[src/rtl/ubrg_pkg.sv]
package ubrg_pkg;
    typedef enum logic [1:0] {
        GEN_ARMED = 2'd0,
        GEN_RUN   = 2'd1,
        GEN_HALT  = 2'd2,
        GEN_OFF   = 2'd3
    } gen_state_t;

    localparam logic SEL_HI = 1'b0;
    localparam logic SEL_LO = 1'b1;
endpackage

[src/rtl/ubrg_regs.sv]
module ubrg_regs
    import ubrg_pkg::*;
#(
    parameter int DIV_W  = 13,
    parameter int BYTE_W = 8,
    parameter logic [BYTE_W-1:0] RST_LO = 8'h04
) (
    input  logic              clk,
    input  logic              rst_n,
    input  logic              we,
    input  logic              sel,
    input  logic [BYTE_W-1:0] wdata,
    output logic [BYTE_W-1:0] rdata,
    output logic [DIV_W-1:0]  br,
    output logic [DIV_W-1:0]  br_nxt,
    output logic              load,
    output logic              ie_brk,
    output logic              ie_edge
);
    localparam int HI_W = DIV_W - BYTE_W;
    localparam int PAD_W = BYTE_W - 2 - HI_W;

    logic [HI_W-1:0]  hi_buf_q;
    logic [DIV_W-1:0] work_q;
    logic             ieb_q;
    logic             iee_q;
    logic             hi_wr;
    logic             lo_wr;

    always_comb begin
        hi_wr  = we && (sel == SEL_HI);
        lo_wr  = we && (sel == SEL_LO);
        load   = lo_wr;
        br_nxt = lo_wr ? {hi_buf_q, wdata} : work_q;
    end

    always_ff @(posedge clk or negedge rst_n) begin
        if (!rst_n) begin
            hi_buf_q <= '0;
            work_q   <= {{HI_W{1'b0}}, RST_LO};
            ieb_q    <= 1'b0;
            iee_q    <= 1'b0;
        end else begin
            if (hi_wr) begin
                hi_buf_q <= wdata[HI_W-1:0];
                ieb_q    <= wdata[BYTE_W-1];
                iee_q    <= wdata[BYTE_W-2];
            end
            if (lo_wr) begin
                work_q <= br_nxt;
            end
        end
    end

    always_comb begin
        if (sel == SEL_HI) begin
            rdata = {ieb_q, iee_q, {PAD_W{1'b0}}, work_q[DIV_W-1:BYTE_W]};
        end else begin
            rdata = work_q[BYTE_W-1:0];
        end
    end

    assign br      = work_q;
    assign ie_brk  = ieb_q;
    assign ie_edge = iee_q;

    // a high-byte write alone never moves the working divisor
    a_r2_hi_buffered: assert property (@(posedge clk) disable iff (!rst_n)
        hi_wr |=> $stable(work_q));
    // the low byte of the working divisor takes the written byte
    a_r1_lo_lands: assert property (@(posedge clk) disable iff (!rst_n)
        lo_wr |=> (work_q[BYTE_W-1:0] == $past(wdata)));
endmodule

[src/rtl/ubrg_ctrl.sv]
module ubrg_ctrl
    import ubrg_pkg::*;
#(
    parameter int DIV_W = 13
) (
    input  logic             clk,
    input  logic             rst_n,
    input  logic             rx_en,
    input  logic             tx_en,
    input  logic [DIV_W-1:0] br,
    input  logic [DIV_W-1:0] br_nxt,
    output logic             run
);
    gen_state_t state_q;
    gen_state_t state_d;
    logic       any_en;

    always_comb begin
        any_en  = rx_en || tx_en;
        state_d = state_q;
        unique case (state_q)
            GEN_ARMED: begin
                if (any_en) state_d = (br_nxt == '0) ? GEN_HALT : GEN_RUN;
            end
            GEN_RUN, GEN_HALT, GEN_OFF: begin
                if (!any_en)             state_d = GEN_OFF;
                else if (br_nxt == '0)   state_d = GEN_HALT;
                else                     state_d = GEN_RUN;
            end
            default: state_d = GEN_ARMED;
        endcase
    end

    always_ff @(posedge clk or negedge rst_n) begin
        if (!rst_n) state_q <= GEN_ARMED;
        else        state_q <= state_d;
    end

    always_comb begin
        run = (state_q == GEN_RUN);
    end

    // the run state never coexists with a zero divisor
    a_r3_run_nonzero: assert property (@(posedge clk) disable iff (!rst_n)
        (state_q == GEN_RUN) |-> (br != '0));
    // leaving the armed state requires an enable
    a_r5_armed_waits: assert property (@(posedge clk) disable iff (!rst_n)
        ((state_q == GEN_ARMED) && !rx_en && !tx_en) |=> (state_q == GEN_ARMED));
endmodule

[src/rtl/ubrg_div.sv]
module ubrg_div #(
    parameter int DIV_W = 13,
    parameter int OVS   = 16
) (
    input  logic             clk,
    input  logic             rst_n,
    input  logic             run,
    input  logic             load,
    input  logic [DIV_W-1:0] br,
    output logic             os_tick,
    output logic             bit_tick
);
    localparam int OVS_W = (OVS > 1) ? $clog2(OVS) : 1;
    localparam logic [OVS_W-1:0] OVS_TOP = OVS_W'(OVS - 1);
    localparam logic [DIV_W-1:0] ONE = DIV_W'(1);

    logic [DIV_W-1:0] cnt_q;
    logic [OVS_W-1:0] sub_q;
    logic             hit;

    always_comb begin
        hit      = run && (cnt_q == (br - ONE));
        os_tick  = hit;
        bit_tick = hit && (sub_q == OVS_TOP);
    end

    always_ff @(posedge clk or negedge rst_n) begin
        if (!rst_n) begin
            cnt_q <= '0;
        end else if (load || !run || hit) begin
            cnt_q <= '0;
        end else begin
            cnt_q <= cnt_q + ONE;
        end
    end

    always_ff @(posedge clk or negedge rst_n) begin
        if (!rst_n) begin
            sub_q <= '0;
        end else if (!run) begin
            sub_q <= '0;
        end else if (hit) begin
            sub_q <= (sub_q == OVS_TOP) ? '0 : sub_q + OVS_W'(1);
        end
    end

    // a bit tick is always one of the oversample ticks
    a_r9_bit_in_os: assert property (@(posedge clk) disable iff (!rst_n)
        bit_tick |-> os_tick);
    // ticks are spaced by BR cycles, so never adjacent when BR exceeds 1
    a_r4_no_adjacent: assert property (@(posedge clk) disable iff (!rst_n)
        (os_tick && (br > ONE) && !load) |=> !os_tick);
endmodule

[src/rtl/ubrg_top.sv]
module ubrg_top
    import ubrg_pkg::*;
#(
    parameter int DIV_W  = 13,
    parameter int BYTE_W = 8,
    parameter int OVS    = 16,
    parameter logic [BYTE_W-1:0] RST_LO = 8'h04
) (
    input  logic              clk,
    input  logic              rst_n,
    input  logic              bus_we,
    input  logic              bus_sel,
    input  logic [BYTE_W-1:0] bus_wdata,
    output logic [BYTE_W-1:0] bus_rdata,
    input  logic              rx_en,
    input  logic              tx_en,
    output logic              ie_brk,
    output logic              ie_edge,
    output logic              os_tick,
    output logic              bit_tick
);
    logic [DIV_W-1:0] br;
    logic [DIV_W-1:0] br_nxt;
    logic             load;
    logic             run;

    ubrg_regs #(.DIV_W(DIV_W), .BYTE_W(BYTE_W), .RST_LO(RST_LO)) u_regs (
        .clk(clk), .rst_n(rst_n), .we(bus_we), .sel(bus_sel),
        .wdata(bus_wdata), .rdata(bus_rdata), .br(br), .br_nxt(br_nxt),
        .load(load), .ie_brk(ie_brk), .ie_edge(ie_edge)
    );

    ubrg_ctrl #(.DIV_W(DIV_W)) u_ctrl (
        .clk(clk), .rst_n(rst_n), .rx_en(rx_en), .tx_en(tx_en),
        .br(br), .br_nxt(br_nxt), .run(run)
    );

    ubrg_div #(.DIV_W(DIV_W), .OVS(OVS)) u_div (
        .clk(clk), .rst_n(rst_n), .run(run), .load(load), .br(br),
        .os_tick(os_tick), .bit_tick(bit_tick)
    );

    // no tick leaves the block unless the controller runs
    a_r6_gated: assert property (@(posedge clk) disable iff (!rst_n)
        !run |-> (!os_tick && !bit_tick));
    // zero divisor is silent
    a_r3_zero_silent: assert property (@(posedge clk) disable iff (!rst_n)
        (br == '0) |-> !os_tick);
endmodule

[config.mk]
export PLATFORM = sky130hd
export DESIGN_NAME = ubrg_top
export DESIGN_NICKNAME = d
export VERILOG_FILES = /design/src/rtl/ubrg_pkg.sv /design/src/rtl/ubrg_regs.sv /design/src/rtl/ubrg_ctrl.sv /design/src/rtl/ubrg_div.sv /design/src/rtl/ubrg_top.sv
export SDC_FILE = /design/constraint.sdc
export NUM_CORES = 1
export LEC_CHECK = 0
export BUFFER_PORTS_ARGS = -buffer_cell sky130_fd_sc_hd__clkbuf_2
export CORE_ASPECT_RATIO = 1.2
export CORE_MARGIN = 5
export CORE_UTILIZATION = 44
export DETAILED_ROUTE_END_ITERATION = 8
export PLACE_DENSITY_LB_ADDON = 0.1
export SLEW_MARGIN = 20
export SYNTH_ARGS = -nofsm -noshare
export SYNTH_HDL_FRONTEND = slang
export SYNTH_SLANG_ARGS = --single-unit
[constraint.sdc]
create_clock -name clk -period 2.91 [get_ports clk]
set_input_delay 0.1455 -clock clk [delete_from_list [all_inputs] [get_ports clk]]
set_output_delay 0.1455 -clock clk [all_outputs]
set_load 0.02 [all_outputs]
==> metrics.log <==
INFO  metric cts_made_buffers = 5
INFO  metric post_placement_worst_setup_slack = 0.200 ns
INFO  metric mean_post_synth_cell_area = 11.1 sq um
INFO  metric netlist_area = 2450 sq um
INFO  metric violations = hold timing
INFO  metric detail-route-antenna-nets = 0
INFO  metric post-route-period-util = 96.4%
INFO  metric ys_seq_area_share = 39.8%
INFO  metric grt_util_met2 = 27.2%
INFO  metric sum_of_routed_wire_length_over_all_layers = 5.15 mm
INFO  metric grt_max_degree = 40
INFO  metric overflow = 0
INFO  metric gr-usage-met1 = 20.6%
INFO  metric power-per-cell-area = 528 nW/um^2
INFO  metric leakage = 1.13 nW
INFO  metric drv.max_cap_violation_count = 0
INFO  metric clk_path_buf_depth = 2
INFO  metric yosys.cell_count.top_type = dfrtp_1
INFO  metric fillers = 521
INFO  metric rr_worst_depth = 7
INFO  metric worst_clock_skew = 0.00653 ns
INFO  metric hpwlAfterDp = 3.82 mm
INFO  metric globalRoute.busiestLayer = met2
INFO  metric gpl.final_weighted_congestion = 0.821
INFO  metric synth_top_cells_by_area = dfrtp_1 39%, mux2_2 12%, xnor2_1 5.0%, xor2_1 4.6%, nor3_2 4.1%
INFO  metric core.rowCount = 29
INFO  metric detailedRoute.firstIterationViolations = 101
INFO  metric chipHeight = 91.8 um
INFO  metric crit_buf_inv = 2
INFO  metric final.min_clock_period = 2.81 ns
INFO  metric cts_sinks = 39
INFO  metric whs = -0.0194 ns
INFO  metric clock-root-buffer = clkbuf_8
INFO  metric utilization = 51.3%
INFO  metric diodes = 0
INFO  metric grt_first_pass_wirelength = 9.11 mm
INFO  metric synth.cells.most_frequent = 38 x dfrtp_1, 27 x mux2_2, 14 x nand3_1, 14 x xnor2_1, 13 x xor2_1
INFO  metric synth_top_area_share = 38.7%
INFO  metric synthArstFlopShare = 100%
INFO  metric worstSetupEndpoint = bit_tick
INFO  metric stdcell_count = 313
INFO  metric fp.coreArea = 5370 sq um
INFO  metric postSynth.topFlopCell = dfrtp_1
INFO  metric timing.critical_path.to_type = output pin
INFO  metric cp-startpoint = u_regs.br[1]
INFO  metric arrival_time_at_the_worst_endpoint = 2.66 ns
INFO  metric drive_above_1_share = 37.8%
INFO  metric synth-warning-count = 0
INFO  metric drt_pass1_iterations = 4
INFO  metric worst_path_largest_cell_delay = 0.50 ns
INFO  metric timing.slew.headroom = 40.6%
INFO  metric design.portCount = 26
INFO  metric timing.final.max_slew_violations = 0
INFO  metric drcViolationCount = 0
INFO  metric timing_hold_violations_final = 38
INFO  metric avgViaCountPerCell = 5.51
INFO  metric placedCellCount = 303
INFO  metric port-buffer-count = 25
INFO  metric tritoncts_clock_tree = yes
INFO  metric r2r-end = u_div.cnt_q[1]
INFO  metric critical_path.reg2reg.startpoint = u_regs.br[1]
INFO  metric floorplan.die.width = 78.2 um
INFO  metric crit_path_max_fanout = 5
INFO  metric antenna_found_initial = 0
INFO  metric post-synth-top-area-cell = dfrtp_1
INFO  metric criticalPathCategory = flip-flop to output pin
INFO  metric final_critical_path_setup_slack = 0.105 ns
INFO  metric grt_usage = 15.7%
INFO  metric areaGrowthSynthToFinish = 12.2%
INFO  metric syn_inst = 222
INFO  metric worstPathRequired = 2.76 ns
INFO  metric reg2reg_slack = 0.22 ns
INFO  metric die_area = 7180 sq um
INFO  metric worstSkewPairLatency = 0.29 ns
INFO  metric max_vdd_drop = 0.292 mV
INFO  metric timing.hold.worst.class = input port to asynchronous set/reset pin
INFO  metric synth_enable_flop_cells = 0
INFO  metric synth-seq-cells = 39
INFO  metric crit_path_top_delay_cell = or4_4
INFO  metric nNetsFinal = 267
INFO  metric syn-num-nets = 239
INFO  metric critPathLaunchType = flip-flop
INFO  metric critical_path.top_delay_family = simple AND/OR/NAND/NOR gates
INFO  metric finalSetupViolCount = 0
INFO  metric cp_depth = 9
INFO  metric synth_cell_type_count = 55
INFO  metric timing.fmax = 356 MHz
INFO  metric route.detailed.wl_per_inst = 16.5 um
INFO  metric starting_density = 45.7%
INFO  metric grt_pass1_vias = 1,852
INFO  metric clk_pin_slew_worst_paths = 0.08 ns
INFO  metric routed-via-count = 1,726
INFO  metric status = finished, violations left
INFO  metric grt_use_met3 = 2.06%
INFO  metric worst_slew_pin_slew = 0.892 ns
INFO  metric timing.critical_path.cells = inv_1 -> ha_4 -> nor3b_4 -> a21oi_2 -> or4_4 -> a2111oi_4 -> nand2_2 -> nor3_2 -> buf_4
INFO  metric h-tree-depth = 2
-- final cells by class --
class / instances / area [sq um] / share of cell area, %
multi-input combinational: 165 / 1410 / 51.1
clock inverter: 1 / 5.00 / 0.182
clock buffer: 7 / 76.3 / 2.77
inverter: 6 / 22.5 / 0.817
timing repair buffer: 33 / 188 / 6.81
sequential: 39 / 978 / 35.5
tap: 62 / 77.6 / 2.82
-- worst min-delay path by stage --
stage / start / endpoint / slack [ns]
floorplan: rst_n / u_ctrl.state_q[0] / -0.15
global placement: rst_n / u_div.cnt_q[4] / 0.35
detailed placement: tx_en / u_ctrl.state_q[1] / 0.35
CTS: tx_en / u_ctrl.state_q[1] / 0.04
global route: tx_en / u_ctrl.state_q[1] / 0.05
finish: rst_n / u_regs.br[3] / -0.02
-- cells in the final DEF, fill, tap and decap left out, types with 2 or more instances in the layout --
| cell | count |
|---|---|
| dfrtp_1 | 37 |
| mux2_2 | 27 |
| clkbuf_2 | 23 |
| nand3_1 | 14 |
| xnor2_1 | 14 |
| xor2_1 | 13 |
| nor3_2 | 11 |
| nand2_1 | 10 |
| nor2_1 | 10 |
| buf_4 | 9 |
| inv_1 | 6 |
| nor3_1 | 6 |
| clkbuf_8 | 5 |
| nor4_1 | 4 |
| a21oi_1 | 4 |
| or4_4 | 3 |
| and3_1 | 3 |
| o21ai_0 | 3 |
| nor2b_1 | 3 |
| nand2b_1 | 2 |
| nor4_4 | 2 |
| o31ai_1 | 2 |
| a21bo_1 | 2 |
| ha_1 | 2 |
| clkbuf_1 | 2 |
-- metal layers --
metal  vias up  routed length (um)
li1        862                   -
met1       833                2380
met2        26                2590
met3         5                 115
met4         0                  62
met5         -                   0
-- sequential cells by signal, summed over array words and instances, names as in the netlist --
register         count
u_div.cnt_q         13
u_regs.br           13
u_regs.hi_buf_q      5
u_div.sub_q          4
u_ctrl.state_q       2
u_regs.ie_brk        1
u_regs.ie_edge       1
-- worst reg2reg max path: cells and delay by family, from the launching register on --
kind,cells,cell delay [ns]
buffers and inverters,1,0.16
AND/OR/NAND/NOR,4,0.95
flip-flops,1,0.43
AO/OA/AOI/OAI,2,1.01
-- where the power goes --
part	switching [mW]	internal (mW)	leakage, nW	total (mW)
Sequential	0.0950	0.600	0.489	0.695
Clock	0.188	0.168	0.0422	0.357
Combinational	0.210	0.193	0.594	0.403
-- through the flow --
| stage | setup TNS (ns) | cell area, sq um | hold slack (ns) | total power [mW] |
|---|---|---|---|---|
| 2_1_floorplan | 0 | 2460 | -0.150 | 0.979 |
| 3_3_place_gp | 0 | 2630 | 0.350 | 1.09 |
| 3_5_place_dp | 0 | 2630 | 0.348 | 1.09 |
| 4_1_cts | 0 | 2710 | 0.0384 | 1.45 |
| 5_1_grt | -0.0309 | 2760 | 0.0543 | 1.54 |
| 6_report | 0 | 2760 | -0.0194 | 1.45 |
-- cell families after synthesis --
logic type	share of synthesized area, %
mux	12.4
flops	39.8
buf+inv	4.23
xor+xnor	9.63
compound gates	9.89
fa+ha+maj	1.53
simple gates	22.5
-- timing repair --
action                                  in CTS  in global routing
pin swaps                                    1                  1
gates resized for setup                      2                  6
buffers inserted                             0                  2
endpoints found under the setup margin       2                  2
hold buffers                                 0                  0
Power figures use the tool's default switching activity.
